[src/rtl/irqv_pkg.sv]
package irqv_pkg;
  // Jump-table offset for source index (0 = channel 1)
  function automatic int unsigned src_code(int unsigned idx);
    return 2 * (idx + 1);
  endfunction
endpackage

[src/rtl/irqv_flag_bank.sv]
module irqv_flag_bank #(
  parameter int unsigned NUM_SRC = 7
) (
  input  logic               clk_i,
  input  logic               rst_ni,
  input  logic [NUM_SRC-1:0] set_i,
  input  logic [NUM_SRC-1:0] clr_i,
  output logic [NUM_SRC-1:0] flags_o
);
  for (genvar g = 0; g < NUM_SRC; g++) begin : g_flag
    always_ff @(posedge clk_i or negedge rst_ni) begin
      if (!rst_ni)        flags_o[g] <= 1'b0;
      else if (set_i[g])  flags_o[g] <= 1'b1;  // set beats clear
      else if (clr_i[g])  flags_o[g] <= 1'b0;
    end
  end
endmodule

[src/rtl/irqv_prio_enc.sv]
module irqv_prio_enc
  import irqv_pkg::*;
#(
  parameter int unsigned NUM_SRC = 7,
  parameter int unsigned VEC_W   = 16
) (
  input  logic [NUM_SRC-1:0] act_i,
  output logic [NUM_SRC-1:0] grant_o,
  output logic [VEC_W-1:0]   vec_o
);
  always_comb begin
    grant_o = '0;
    vec_o   = '0;
    // Walk downward so the lowest index is the last to be written
    for (int k = NUM_SRC - 1; k >= 0; k--) begin
      if (act_i[k]) begin
        grant_o = NUM_SRC'(1) << k;
        vec_o   = VEC_W'(src_code(k));
      end
    end
  end
endmodule

[src/rtl/irqv_ch0.sv]
module irqv_ch0 (
  input  logic clk_i,
  input  logic rst_ni,
  input  logic set_i,
  input  logic ack_i,
  input  logic en_i,
  output logic irq_o
);
  logic flag_q;
  always_ff @(posedge clk_i or negedge rst_ni) begin
    if (!rst_ni)    flag_q <= 1'b0;
    else if (set_i) flag_q <= 1'b1;
    else if (ack_i) flag_q <= 1'b0;
  end
  assign irq_o = flag_q & en_i;
endmodule

[src/rtl/irq_vector_unit.sv]
module irq_vector_unit #(
  parameter int unsigned NUM_CH = 6,
  parameter int unsigned VEC_W  = 16
) (
  input  logic              clk_i,
  input  logic              rst_ni,
  input  logic [NUM_CH-1:0] set_ch_i,
  input  logic              set_ovf_i,
  input  logic              set_ch0_i,
  input  logic [NUM_CH-1:0] en_ch_i,
  input  logic              en_ovf_i,
  input  logic              en_ch0_i,
  input  logic              rd_vec_i,
  input  logic              ack_ch0_i,
  output logic [VEC_W-1:0]  vec_o,
  output logic              irq_shared_o,
  output logic              irq_ch0_o
);
  localparam int unsigned NUM_SRC = NUM_CH + 1;

  logic [NUM_SRC-1:0] set_src, en_src, flags_q, act, grant, clr_src;

  assign set_src = {set_ovf_i, set_ch_i};
  assign en_src  = {en_ovf_i, en_ch_i};
  assign act     = flags_q & en_src;
  assign clr_src = rd_vec_i ? grant : '0;

  irqv_flag_bank #(.NUM_SRC(NUM_SRC)) u_bank (
    .clk_i   (clk_i),
    .rst_ni  (rst_ni),
    .set_i   (set_src),
    .clr_i   (clr_src),
    .flags_o (flags_q)
  );

  irqv_prio_enc #(.NUM_SRC(NUM_SRC), .VEC_W(VEC_W)) u_enc (
    .act_i   (act),
    .grant_o (grant),
    .vec_o   (vec_o)
  );

  assign irq_shared_o = |act;

  irqv_ch0 u_ch0 (
    .clk_i  (clk_i),
    .rst_ni (rst_ni),
    .set_i  (set_ch0_i),
    .ack_i  (ack_ch0_i),
    .en_i   (en_ch0_i),
    .irq_o  (irq_ch0_o)
  );
endmodule

[config.mk]
export PLATFORM = sky130hd
export DESIGN_NAME = irq_vector_unit
export DESIGN_NICKNAME = d
export VERILOG_FILES = /design/src/rtl/irqv_pkg.sv /design/src/rtl/irqv_flag_bank.sv /design/src/rtl/irqv_prio_enc.sv /design/src/rtl/irqv_ch0.sv /design/src/rtl/irq_vector_unit.sv
export SDC_FILE = /design/constraint.sdc
export NUM_CORES = 1
export LEC_CHECK = 0
export ABC_AREA = 1
export BUFFER_PORTS_ARGS = -buffer_cell sky130_fd_sc_hd__buf_2
export CORE_MARGIN = 2
export CORE_UTILIZATION = 39
export CTS_BUF_LIST = sky130_fd_sc_hd__clkbuf_8
export CTS_CLUSTER_DIAMETER = 150
export DETAILED_ROUTE_END_ITERATION = 8
export MAX_ROUTING_LAYER = met4
export PLACE_DENSITY = 0.86
export SETUP_SLACK_MARGIN = 0.2
export SYNTH_ARGS = -nofsm -noshare
export SYNTH_HDL_FRONTEND = slang
export SYNTH_SLANG_ARGS = --single-unit
[constraint.sdc]
create_clock -name clk_i -period 1.2 [get_ports clk_i]
set_input_delay 0.06 -clock clk_i [delete_from_list [all_inputs] [get_ports clk_i]]
set_output_delay 0.06 -clock clk_i [all_outputs]
set_load 0.02 [all_outputs]
* Word level (Yosys, flattened, before mapping)
Index checks and enable logic that the tools add are counted.
** Storage, ports and cells
- Input port bits :: 20
- Word-level logic and storage cells :: 50
- Bits in registers :: 8
- Output and inout bits :: 18
** Operators by class
- Mux-type cells :: 31
- Reduce and logical (&&, ||, !) cells :: 9
- Bitwise logic cells :: 2
** Operators by type and width (number)
- $mux W7 :: 8
- $mux W4 :: 7
- $mux W1 :: 16
- $reduce_bool A2 Y1 :: 8
- $and A7 B7 Y7 :: 1
- $reduce_or A7 Y1 :: 1
- $and A1 B1 Y1 :: 1

* Longest topological paths before layout
Gate-level depths: netlist of the first run.
- Depth in word-level cells :: 11
- Mapped depth :: 8
- Mapped depth without buffers :: 8

* Modules after synthesis
Synthesis of the first run repeated with hierarchy kept, for this count alone.
** Unflattened totals
- Cell total of the unflattened synthesis :: 119
- Area, all modules :: 690.7 um^2
** By module, submodules not included
- irqv_flag_bank :: cells each 35, times used 1, area each 280.3 um^2, seq. area each 175.2 um^2
- irqv_prio_enc :: cells each 43, times used 1, area each 235.2 um^2, seq. area each 0.0 um^2
- irq_vector_unit :: cells each 34, times used 1, area each 127.6 um^2, seq. area each 0.0 um^2
- irqv_ch0 :: cells each 7, times used 1, area each 47.5 um^2, seq. area each 25.0 um^2

* Worst setup path before layout of the first run
Ideal clock, no wire load.
- Path kind :: register to output
- Start :: register u_bank.flags_o[1]
- End :: output vec_o[3]
- Stages on the path, launching flop included :: 4
- Data arrival time :: 1.029 ns
- Path slack :: 0.111 ns
- Required time :: 1.140 ns
- Buffers on the path :: 0
- Cell sequence :: dfrtp_1 -> nand2_2 -> nand2_2 -> nor3_1
** Between the ends
- Cells in the longest elaborated chain, start to end :: 3
** Ends and longest elaborated chain
- start, declared :: line irqv_flag_bank.sv:8 : output logic [NUM_SRC-1:0] flags_o
- start signal, assigned by index :: line irqv_flag_bank.sv:12 : if (!rst_ni) flags_o[g] <= 1'b0;
- start signal, assigned by index :: line irqv_flag_bank.sv:13 : else if (set_i[g]) flags_o[g] <= 1'b1;
- start signal, assigned by index :: line irqv_flag_bank.sv:14 : else if (clr_i[g]) flags_o[g] <= 1'b0;
- $and A7 B7 Y7 :: line irq_vector_unit.sv:25 : assign act = flags_q & en_src;
- $mux W4 (2 in series) :: line irqv_prio_enc.sv:16 : if (act_i[k]) begin
- end, declared :: line irq_vector_unit.sv:15 : output logic [VEC_W-1:0] vec_o,
Every way passes these cells.

* Worst setup path after layout of the first run
- Start :: register u_bank.flags_o[4]
- End :: output irq_shared_o
** Between the ends
- Cells in the longest elaborated chain, start to end :: 2
** Ends and longest elaborated chain
- $and A7 B7 Y7 :: line irq_vector_unit.sv:25
- $reduce_or A7 Y1 :: line irq_vector_unit.sv:42 : assign irq_shared_o = |act;
- end, declared :: line irq_vector_unit.sv:16 : output logic irq_shared_o,
Every way passes these cells.

==> flow_summary_export.csv, run 1 <==
group,metric,value,unit
detailed_routing,detailedRoute.firstPassIterationCount,2,
synthesis,synthDominantCellAreaShare,0.3596,
synthesis,yosys.area.top_type,"sky130_fd_sc_hd__dfrtp_1",
power,clock_power_share,0.376,
synthesis,complex_gate_fraction_of_the_synthesized_area,0.06517,
cts,insertion_delay,0.22,ns
worst_setup_path,required,1.14,ns
synthesis,synth_sequential_area_ratio,0.3596,
place,placement.cell_area,648.1,µm²
detailed_routing,detail_route.drc_violations,0,
die,start_util,0.4226,
synthesis,synth_seq_cells,8,
power,swShare,0.2962,
layout,final_common_cell,"sky130_fd_sc_hd__buf_2",
synthesis,netlist_top_cells_area,"sky130_fd_sc_hd__dfrtp_1 (36%), sky130_fd_sc_hd__buf_4 (18%), sky130_fd_sc_hd__nand2_1 (15%), sky130_fd_sc_hd__nand2_2 (5.6%), sky130_fd_sc_hd__inv_1 (5.4%)",
cts,cts_num_sinks,8,
place,io_buffer_count,24,
run_status,run_status,"finished, violations left",
global_routing,vias_in_the_first_global_route,460,
timing,final_hold_viol_count,0,
layout,drive_gt1_frac,0.4860,
synthesis,synth_xor_area_frac,0,
worst_setup_path,worst_ep_arrival_time,1.18,ns
detailed_routing,met2WireLength,624,µm
detailed_routing,routed.top_layer,"met3",
power,p_int,593.8,µW
timing,finalWorstPathRequiredPeriod,1.241,ns
synthesis,synthSimpleGateAreaFrac,0.3258,
die,io_pins,38,
timing,grt_setup_unrepaired,"true",
layout,finalNonFillerCells,122,
detailed_routing,drt_wl_total,1.190,mm
power,worst_ir_drop_vdd,628.9,µV
detailed_routing,vias_per_cell,4.311,
layout,n_fill_cell,125,
global_routing,grt_first_pass_wirelength,1.738,mm
power,power_frac_seq,0.343,
layout,antenna_cells,0,
die,die_h,41.79,µm
flow_run,count_of_maximum_capacitance_violations,0,
timing,finalClockSkew,0.001833,ns
run_status,failed_checks,"negative setup slack",
synthesis,synth_fa_ha_area_frac,0,
detailed_routing,wl_per_cell,9.754,µm
timing,finalSetupViolations,4,
layout,postLayoutCellArea,810.8,µm²
synthesis,synth.cell_area,556.8,µm²
place,place_hpwl,840.7,µm
timing,achievable-frequency,0.8060,GHz
die,die_w,41.79,µm
timing,period_share,1.034,
power,leakagePower,0.4540,nW
die,die_area,1746,µm²
detailed_routing,antenna_left,0,
worst_setup_path,crit_type,"flip-flop to output pin",
synthesis,muxShareOfSynthArea,0,
place,gp_congestion,0.7115,
detailed_routing,met3_length,81,µm
layout,final_net_count,129,
power,cellPowerDensity,1041,nW/µm²
global_routing,grt-ovfl-total,0,
place,dpl_cells,113,
power,combinationalPowerShare,0.281,
detailed_routing,dr.first_iter.drc_count,7,
synthesis,synth.avg_cell_area,7.424,µm²
cts,clock_tree.htree_level_count,1,
cts,clock_path_buffers,2,
power,switching_power,249.9,µW
detailed_routing,m1WireLength,484,µm
synthesis,synth_cells,75,
die,design.core.area,1318,µm²
cts,cts_tree,"done",
global_routing,groute.usage.overall,0.1337,
synthesis,synth_top_family_by_area,"simple AND/OR/NAND/NOR gates",
cts,clock_tree_root_driver_cell,"sky130_fd_sc_hd__clkbuf_8",
global_routing,initial_antenna_violation_count,0,
layout,layout_common_cells,"sky130_fd_sc_hd__buf_2 (20), sky130_fd_sc_hd__nand2_1 (16), sky130_fd_sc_hd__conb_1 (13)",
layout,areaGrowthSynthToFinish,45.62,%
detailed_routing,via_count,526,
worst_setup_path,critPathLaunchType,"flip-flop",
die,floorplan.rows,13,
synthesis,synth.distinct_cells,16,
timing,final-max-slew-violation-count,0,
cts,clk_transition_reported_paths,0.04,ns
cts,cts_buf_count,3,
worst_setup_path,worst-path-max-fanout,3,
worst_setup_path,critPathCaptureType,"output pin",
global_routing,largest_net_degree_at_the_start_of_global_routing,9,
synthesis,ys_warn_count,0,
worst_hold_path,hold_path_class,"input pin to flip-flop",
timing,finalWorstSetupSlack,-0.04069,ns
power,total_power,843.8,µW
-- metrics by stage --
step / setup WS, ns / utilization / setup TNS (ns) / hold slack, ns
finish: -0.04069 / 0.6154 / -0.07094 / 0.01279
global route: -0.1021 / 0.6154 / -0.3252 / 0.01665
CTS: -0.03804 / 0.5622 / -0.04231 / 0.01253
detailed placement: 0.08949 / 0.4919 / 0 / -0.08969
global placement: 0.1189 / 0.4919 / 0 / -0.09142
floorplan: 0.1859 / - / 0 / -0.2356
-- logic make-up (layout without fill, tap and decap cells) --
| family | Yosys count | in the layout |
|---|---|---|
| simple gates | 38 | 38 |
| flops | 8 | 8 |
| other cells | 1 | 13 |
| buf+inv | 23 | 43 |
| compound gates | 5 | 5 |
-- layout make-up --
type / instances / area (µm²) / area share
clock buffer: 3 / 41.29 / 0.05093
inverter: 10 / 37.54 / 0.04630
multi-input combinational: 56 / 320.3 / 0.3951
sequential: 8 / 200.2 / 0.2469
tap: 15 / 18.77 / 0.02315
timing repair buffer: 30 / 192.7 / 0.2377
-- critical path, stage by stage (launching register included) --
cell	delay, ns
sky130_fd_sc_hd__dfrtp_1	0.38
sky130_fd_sc_hd__nand2_2	0.09
sky130_fd_sc_hd__inv_2	0.07
sky130_fd_sc_hd__nor3_4	0.19
sky130_fd_sc_hd__nand2_1	0.09
sky130_fd_sc_hd__buf_6	0.14
-- registers in the layout, summed over array words and instances (netlist names) --
signal / cells
u_bank.flags_o: 7
u_ch0.flag_q: 1
-- final timing paths --
path                              startpoint           endpoint  slack (ns)  cells after the start
hold reg to reg            u_bank.flags_o[6]  u_bank.flags_o[6]        0.49                      2
hold / removal                     ack_ch0_i       u_ch0.flag_q        0.01                      2
setup reg to reg           u_bank.flags_o[2]  u_bank.flags_o[6]        0.11                      7
max in group asynchronous             rst_ni  u_bank.flags_o[5]        0.83                      2
min in group asynchronous             rst_ni  u_bank.flags_o[3]        0.21                      2
setup / recovery           u_bank.flags_o[4]       irq_shared_o       -0.04                      5
-- cells in the mapped netlist (all sizes together) --
library cell / count
nand3: 2
nor2: 3
inv: 10
nand4: 1
a31oi: 1
nor3: 2
buf: 13
nand2: 27
nand3b: 3
a21o: 3
o21bai: 1
dfrtp: 8
conb: 1
-- repair_timing --
item                                   in CTS  in global routing
endpoints found under the hold margin       8                  0
setup endpoints to repair                   8                  8
cloned                                      0                  0
setup buffers                               1                  4
pin swaps                                   5                 13
hold buffers                                1                  0
gates resized for setup                    11                 12
-- power by group through the flow --
stage / Clock (mW) / Combinational, mW / Sequential (mW)
2_1_floorplan: 0 / 0.151 / 0.291
3_3_place_gp: 0 / 0.176 / 0.292
3_5_place_dp: 0 / 0.179 / 0.292
4_1_cts: 0.322 / 0.200 / 0.289
5_1_grt: 0.338 / 0.256 / 0.290
6_report: 0.317 / 0.237 / 0.289
-- layer usage --
| metal | vias up | global-route usage |
|---|---|---|
| li1 | 268 | - |
| met1 | 232 | 0.1425 |
| met2 | 26 | 0.2375 |
| met3 | 0 | 0.02609 |
| met4 | 0 | 0.05806 |
| met5 | - | - |
(Power assumes the default switching activity.)
==> run 2: changes to the inputs <==
CORE_UTILIZATION = 42   (was 39)
PLACE_DENSITY = 0.91   (was 0.86)
==> run 2 against run 1 <==
The flow still finishes with violations (negative setup slack); register-to-register slack lost 0.02 ns; worst hold slack worse by 0.0034 ns; sequential cell count unchanged; power is 0.63% lower; sequential power is essentially flat; critical path depth increased by 4; utilization is 2.7 points higher; first-iteration DRC count up 29%; via count grew 5.7%; final cell count up 1.6%; sequential share of layout area decreased by 0.11 points.
==> flow_summary_export.csv, run 2 (synthesis gave the netlist of run 1 again) <==
group,metric,value,unit
run_status,run_status,"finished, violations left",
run_status,failed_checks,"negative setup slack",
layout,final_common_cell,"sky130_fd_sc_hd__buf_2",
global_routing,vias_in_the_first_global_route,404,
worst_setup_path,timing.reg2reg.worst_path_depth,7,
power,switching_power,246.6,µW
cts,clock_tree_root_driver_cell,"sky130_fd_sc_hd__clkbuf_8",
global_routing,grt_first_pass_wirelength,1.490,mm
timing,finalClockSkew,0.0005102,ns
worst_hold_path,hold_path_class,"input pin to flip-flop",
worst_setup_path,worst_ep_arrival_time,1.22,ns
power,leakagePower,0.4579,nW
layout,max_reg_flops,7,
cts,clock_path_buffers,2,
cts,cts_num_sinks,8,
die,die_h,40.41,µm
detailed_routing,antenna_left,0,
detailed_routing,via_count,556,
power,cellPowerDensity,1029,nW/µm²
timing,achievable-frequency,0.7810,GHz
die,io_pins,38,
power,power_frac_seq,0.345,
timing,holdWs,0.009389,ns
worst_setup_path,crit_end,"vec_o[1]",
detailed_routing,wl_per_cell,9.839,µm
timing,fin_tns_setup,-0.1725,ns
power,clock_power_share,0.375,
worst_setup_path,required,1.14,ns
power,p_int,591.8,µW
cts,cts_tree,"done",
layout,final_net_count,131,
cts,insertion_delay,0.23,ns
worst_setup_path,r2r_start,"u_bank.flags_o[3]",
cts,clk_transition_reported_paths,0.04,ns
global_routing,groute.usage.overall,0.1515,
layout,registers.top_by_ff_count,"u_bank.flags_o",
cts,cts_buf_count,3,
worst_setup_path,r2r_end,"u_bank.flags_o[5]",
place,gp_congestion,0.6918,
die,design.core.area,1269,µm²
worst_setup_path,r2r_slack,0.09,ns
detailed_routing,detailedRoute.firstPassIterationCount,4,
layout,finalCoreUtilization,0.6420,
power,worst_ir_drop_vdd,629.4,µV
worst_setup_path,critPathLaunchType,"flip-flop",
detailed_routing,vias_per_cell,4.484,
detailed_routing,m1WireLength,469,µm
flow_run,count_of_maximum_capacitance_violations,0,
timing,finalSetupViolations,4,
detailed_routing,drt_wl_total,1.220,mm
die,floorplan.rows,13,
detailed_routing,routed.top_layer,"met4",
place,place_hpwl,837.5,µm
place,io_buffer_count,24,
die,die_area,1633,µm²
timing,grt_setup_unrepaired,"true",
layout,reg_top3,"u_bank.flags_o x7, u_ch0.flag_q x1",
timing,finalWorstSetupSlack,-0.08041,ns
layout,drive_gt1_frac,0.4862,
power,swShare,0.2941,
global_routing,grt-ovfl-total,0,
timing,period_share,1.067,
die,die_w,40.41,µm
power,combinationalPowerShare,0.280,
worst_setup_path,critPathCaptureType,"output pin",
timing,final-max-slew-violation-count,0,
worst_setup_path,crit_type,"flip-flop to output pin",
die,start_util,0.4389,
detailed_routing,detail_route.drc_violations,0,
global_routing,largest_net_degree_at_the_start_of_global_routing,9,
detailed_routing,met2WireLength,602,µm
global_routing,initial_antenna_violation_count,0,
timing,finalWorstPathRequiredPeriod,1.280,ns
detailed_routing,dr.first_iter.drc_count,9,
cts,clock_tree.htree_level_count,1,
detailed_routing,met3_length,100,µm
worst_setup_path,worst-path-max-fanout,2,
timing,final_hold_viol_count,0,
layout,areaGrowthSynthToFinish,46.29,%
layout,antenna_cells,0,
worst_setup_path,worst_setup_path_startpoint,"u_bank.flags_o[6]",
layout,layout_common_cells,"sky130_fd_sc_hd__buf_2 (21), sky130_fd_sc_hd__nand2_1 (17), sky130_fd_sc_hd__conb_1 (13)",
==> run 2: cell count changes in the layout (fill, tap and decap cells not counted), sizes merged <==
| cell | before | now |
|---|---|---|
| buf | 29 | 31 |
==> run 2: power by group through the flow <==
stage | combinational (mW) | sequential [mW] | clock (mW)
2_1_floorplan | 0.151 | 0.291 | 0
3_3_place_gp | 0.175 | 0.292 | 0
3_5_place_dp | 0.179 | 0.292 | 0
4_1_cts | 0.214 | 0.289 | 0.326
5_1_grt | 0.259 | 0.290 | 0.339
6_report | 0.235 | 0.289 | 0.314
==> run 2: final cells by class <==
class                           count  area (µm²)
Clock buffer                        3       41.29
Fill cell                         106       454.2
Inverter                           10       37.54
Multi-Input combinational cell     56       311.5
Sequential cell                     8       200.2
Tap cell                           15       18.77
Timing Repair Buffer               32       205.2
==> run 2: stage by stage <==
| stage | std cells | setup WS, ns | power (mW) | instance area [µm²] |
|---|---|---|---|---|
| finish | 124 | -0.08041 | 0.8384 | 814.5 |
| global route | 124 | -0.1583 | 0.8874 | 814.5 |
| CTS | 120 | -0.03986 | 0.8288 | 769.5 |
| detailed placement | 113 | 0.09146 | 0.4716 | 648.1 |
| global placement | 113 | 0.1162 | 0.4670 | 648.1 |
| floorplan | 87 | 0.1859 | 0.4426 | 606.8 |
==> run 2: metal layers <==
metal  vias up  track usage
met3         7      0.05000
met1       245       0.1570
met4         0       0.1250
li1        271            -
met2        33       0.2302
met5         -            -
==> run 2: worst min-delay path by stage <==
stage | startpoint | to | cells past startpoint
after CTS | set_ch_i[0] | u_bank.flags_o[0] | 2
after floorplan | rst_ni | u_bank.flags_o[0] | 0
after detailed placement | rst_ni | u_bank.flags_o[1] | 1
after global routing | set_ch_i[2] | u_bank.flags_o[2] | 2
after global placement | rst_ni | u_bank.flags_o[0] | 1
final | set_ch_i[0] | u_bank.flags_o[0] | 2
==> run 2: timing repair <==
action	4_1_cts	5_1_grt
pin swaps	7	9
resized for setup	14	5
endpoints found under the setup margin	7	8
hold buffers	1	0
setup buffers	3	4
hold endpoints to repair	8	0
==> run 2: critical path: stages (launching register included) <==
cell	delay, ns
sky130_fd_sc_hd__dfrtp_1	0.38
sky130_fd_sc_hd__nand2_2	0.09
sky130_fd_sc_hd__inv_2	0.04
sky130_fd_sc_hd__nand2_2	0.05
sky130_fd_sc_hd__nand2_1	0.05
sky130_fd_sc_hd__nand2_1	0.05
sky130_fd_sc_hd__nand2_1	0.04
sky130_fd_sc_hd__nand2_1	0.07
sky130_fd_sc_hd__nand2_1	0.09
sky130_fd_sc_hd__buf_6	0.14
==> run 3: changes to the inputs <==
PLACE_DENSITY = 0.87   (was 0.91)
==> run 3 against run 2 <==
The flow still finishes with violations (negative setup slack); sequential power is essentially flat; worst hold slack gained 0.0053 ns; die area is the same; critical path depth shrank 4; global-route usage shrank 0.76 points; clock power shrank 2%; sequential share of layout area grew 1.1 points; highest routed layer unchanged; non-clock buffer count shrank 4; largest cell class unchanged; setup slack gained 0.035 ns; critical endpoint is now irq_shared_o; critical path type unchanged; clock skew is essentially flat.
==> flow_summary_export.csv, run 3 (synthesis gave the netlist of run 1 again) <==
group,metric,value,unit
run_status,run_status,"finished, violations left",
run_status,failed_checks,"negative setup slack",
place,dpl_cells,113,
cts,cts_num_sinks,8,
die,design.core.area,1269,µm²
power,cellPowerDensity,1047,nW/µm²
detailed_routing,antenna_left,0,
layout,layout_common_cells,"sky130_fd_sc_hd__buf_2 (20), sky130_fd_sc_hd__nand2_1 (17), sky130_fd_sc_hd__conb_1 (13)",
worst_hold_path,timing.hold.worst_path_depth,2,
timing,final-max-slew-violation-count,0,
worst_setup_path,r2r_slack,0.12,ns
worst_setup_path,r2r_start,"u_bank.flags_o[3]",
layout,antenna_cells,0,
detailed_routing,detailedRoute.firstPassIterationCount,4,
worst_hold_path,hold_path_startpoint,"ack_ch0_i",
place,gp_congestion,0.7254,
global_routing,grt_first_pass_wirelength,1.476,mm
global_routing,grt-ovfl-total,0,
global_routing,largest_net_degree_at_the_start_of_global_routing,9,
die,start_util,0.4389,
die,io_pins,38,
cts,cts_buf_count,3,
layout,max_reg_flops,7,
layout,registers.top_by_ff_count,"u_bank.flags_o",
detailed_routing,drt_wl_total,1.033,mm
cts,clock_path_buffers,2,
timing,finalWorstPathRequiredPeriod,1.246,ns
global_routing,initial_antenna_violation_count,0,
worst_setup_path,worst-path-max-fanout,3,
die,die_area,1633,µm²
timing,final_hold_viol_count,0,
power,leakagePower,0.4393,nW
layout,final_common_cell,"sky130_fd_sc_hd__buf_2",
flow_run,count_of_maximum_capacitance_violations,0,
worst_hold_path,hold-path-endpoint,"u_ch0.flag_q",
place,io_buffer_count,24,
worst_hold_path,hold_path_class,"input pin to flip-flop",
die,die_h,40.41,µm
global_routing,vias_in_the_first_global_route,389,
place,place_hpwl,811.3,µm
die,die_w,40.41,µm
timing,finalSetupViolations,4,
detailed_routing,dr.first_iter.drc_count,3,
worst_setup_path,critPathCaptureType,"output pin",
power,total_power,816.1,µW
worst_setup_path,r2r_end,"u_bank.flags_o[6]",
cts,cts_tree,"done",
timing,finalClockSkew,0.0001402,ns
cts,clock_tree_root_driver_cell,"sky130_fd_sc_hd__clkbuf_8",
worst_setup_path,timing.reg2reg.worst_path_depth,7,
global_routing,groute.usage.overall,0.1439,
cts,insertion_delay,0.22,ns
timing,finalWorstSetupSlack,-0.04588,ns
layout,finalNonFillerCells,120,
worst_setup_path,worst_ep_arrival_time,1.19,ns
detailed_routing,vias_per_cell,4.333,
detailed_routing,via_count,520,
worst_setup_path,required,1.14,ns
cts,clk_transition_reported_paths,0.04,ns
timing,holdWs,0.01467,ns
layout,drive_gt1_frac,0.4571,
timing,grt_setup_unrepaired,"true",
worst_setup_path,critPathLaunchType,"flip-flop",
die,floorplan.rows,13,
layout,reg_top3,"u_bank.flags_o x7, u_ch0.flag_q x1",
worst_setup_path,crit_type,"flip-flop to output pin",
power,worst_ir_drop_vdd,647.6,µV
detailed_routing,detail_route.drc_violations,0,
cts,clock_tree.htree_level_count,1,
timing,period_share,1.038,
layout,areaGrowthSynthToFinish,40.00,%
detailed_routing,wl_per_cell,8.608,µm
timing,achievable-frequency,0.8026,GHz
layout,final_net_count,127,
==> run 3: changes by cell type in the layout (fill, tap and decap cells not counted), sizes merged <==
cell | previous run | this run
buf | 31 | 27
==> run 3: power breakdown <==
part           switching, mW  internal (mW)  total [mW]
clock network         0.0918          0.216       0.308
registers            0.00699          0.282       0.289
logic                  0.135         0.0844       0.219
==> run 3: routing by layer <==
metal / GRT usage / up-vias / part of all wire
met5: - / - / 0
met4: 0.1000 / 0 / 0.018
met3: 0.01667 / 2 / 0.073
met2: 0.2302 / 28 / 0.53
met1: 0.1661 / 223 / 0.37
li1: - / 267 / -
==> run 3: worst max path at each step <==
| stage | from | endpoint | slack (ns) |
|---|---|---|---|
| after floorplan | u_bank.flags_o[4] | irq_shared_o | 0.19 |
| after global placement | u_bank.flags_o[4] | irq_shared_o | 0.12 |
| after detailed placement | u_bank.flags_o[4] | irq_shared_o | 0.09 |
| after CTS | u_bank.flags_o[5] | irq_shared_o | -0.03 |
| after global routing | u_bank.flags_o[1] | vec_o[2] | -0.12 |
| final | u_bank.flags_o[3] | irq_shared_o | -0.05 |
==> run 3: layout make-up <==
type | count | area (µm²)
inverter | 10 | 37.54
clock buffer | 3 | 41.29
multi-input combinational | 56 | 307.8
sequential | 8 | 200.2
fill | 116 | 489.2
timing repair buffer | 28 | 173.9
tap | 15 | 18.77
==> run 3: worst max-delay path: stages, from the launching register on <==
cell and delay [ns]:
sky130_fd_sc_hd__dfrtp_1 0.38, sky130_fd_sc_hd__nand2_2 0.11, sky130_fd_sc_hd__inv_2 0.06, sky130_fd_sc_hd__nor3_4 0.20, sky130_fd_sc_hd__nand2_1 0.08, sky130_fd_sc_hd__buf_6 0.13
==> run 3: per-stage QoR <==
step | worst slack, ns | setup TNS, ns | instance area, µm² | util
2_1_floorplan | 0.1859 | 0 | 606.8 | -
3_3_place_gp | 0.1189 | 0 | 648.1 | 0.5108
3_5_place_dp | 0.08701 | 0 | 648.1 | 0.5108
4_1_cts | -0.03086 | -0.07138 | 734.5 | 0.5789
5_1_grt | -0.1220 | -0.4129 | 779.5 | 0.6144
6_report | -0.04588 | -0.09169 | 779.5 | 0.6144
==> run 3: repair_timing <==
item | CTS | global route
gates resized for setup | 9 | 10
endpoints found under the setup margin | 8 | 8
hold buffers | 1 | 0
pin swaps | 4 | 6
hold endpoints to repair | 8 | 0
setup buffers | 1 | 2
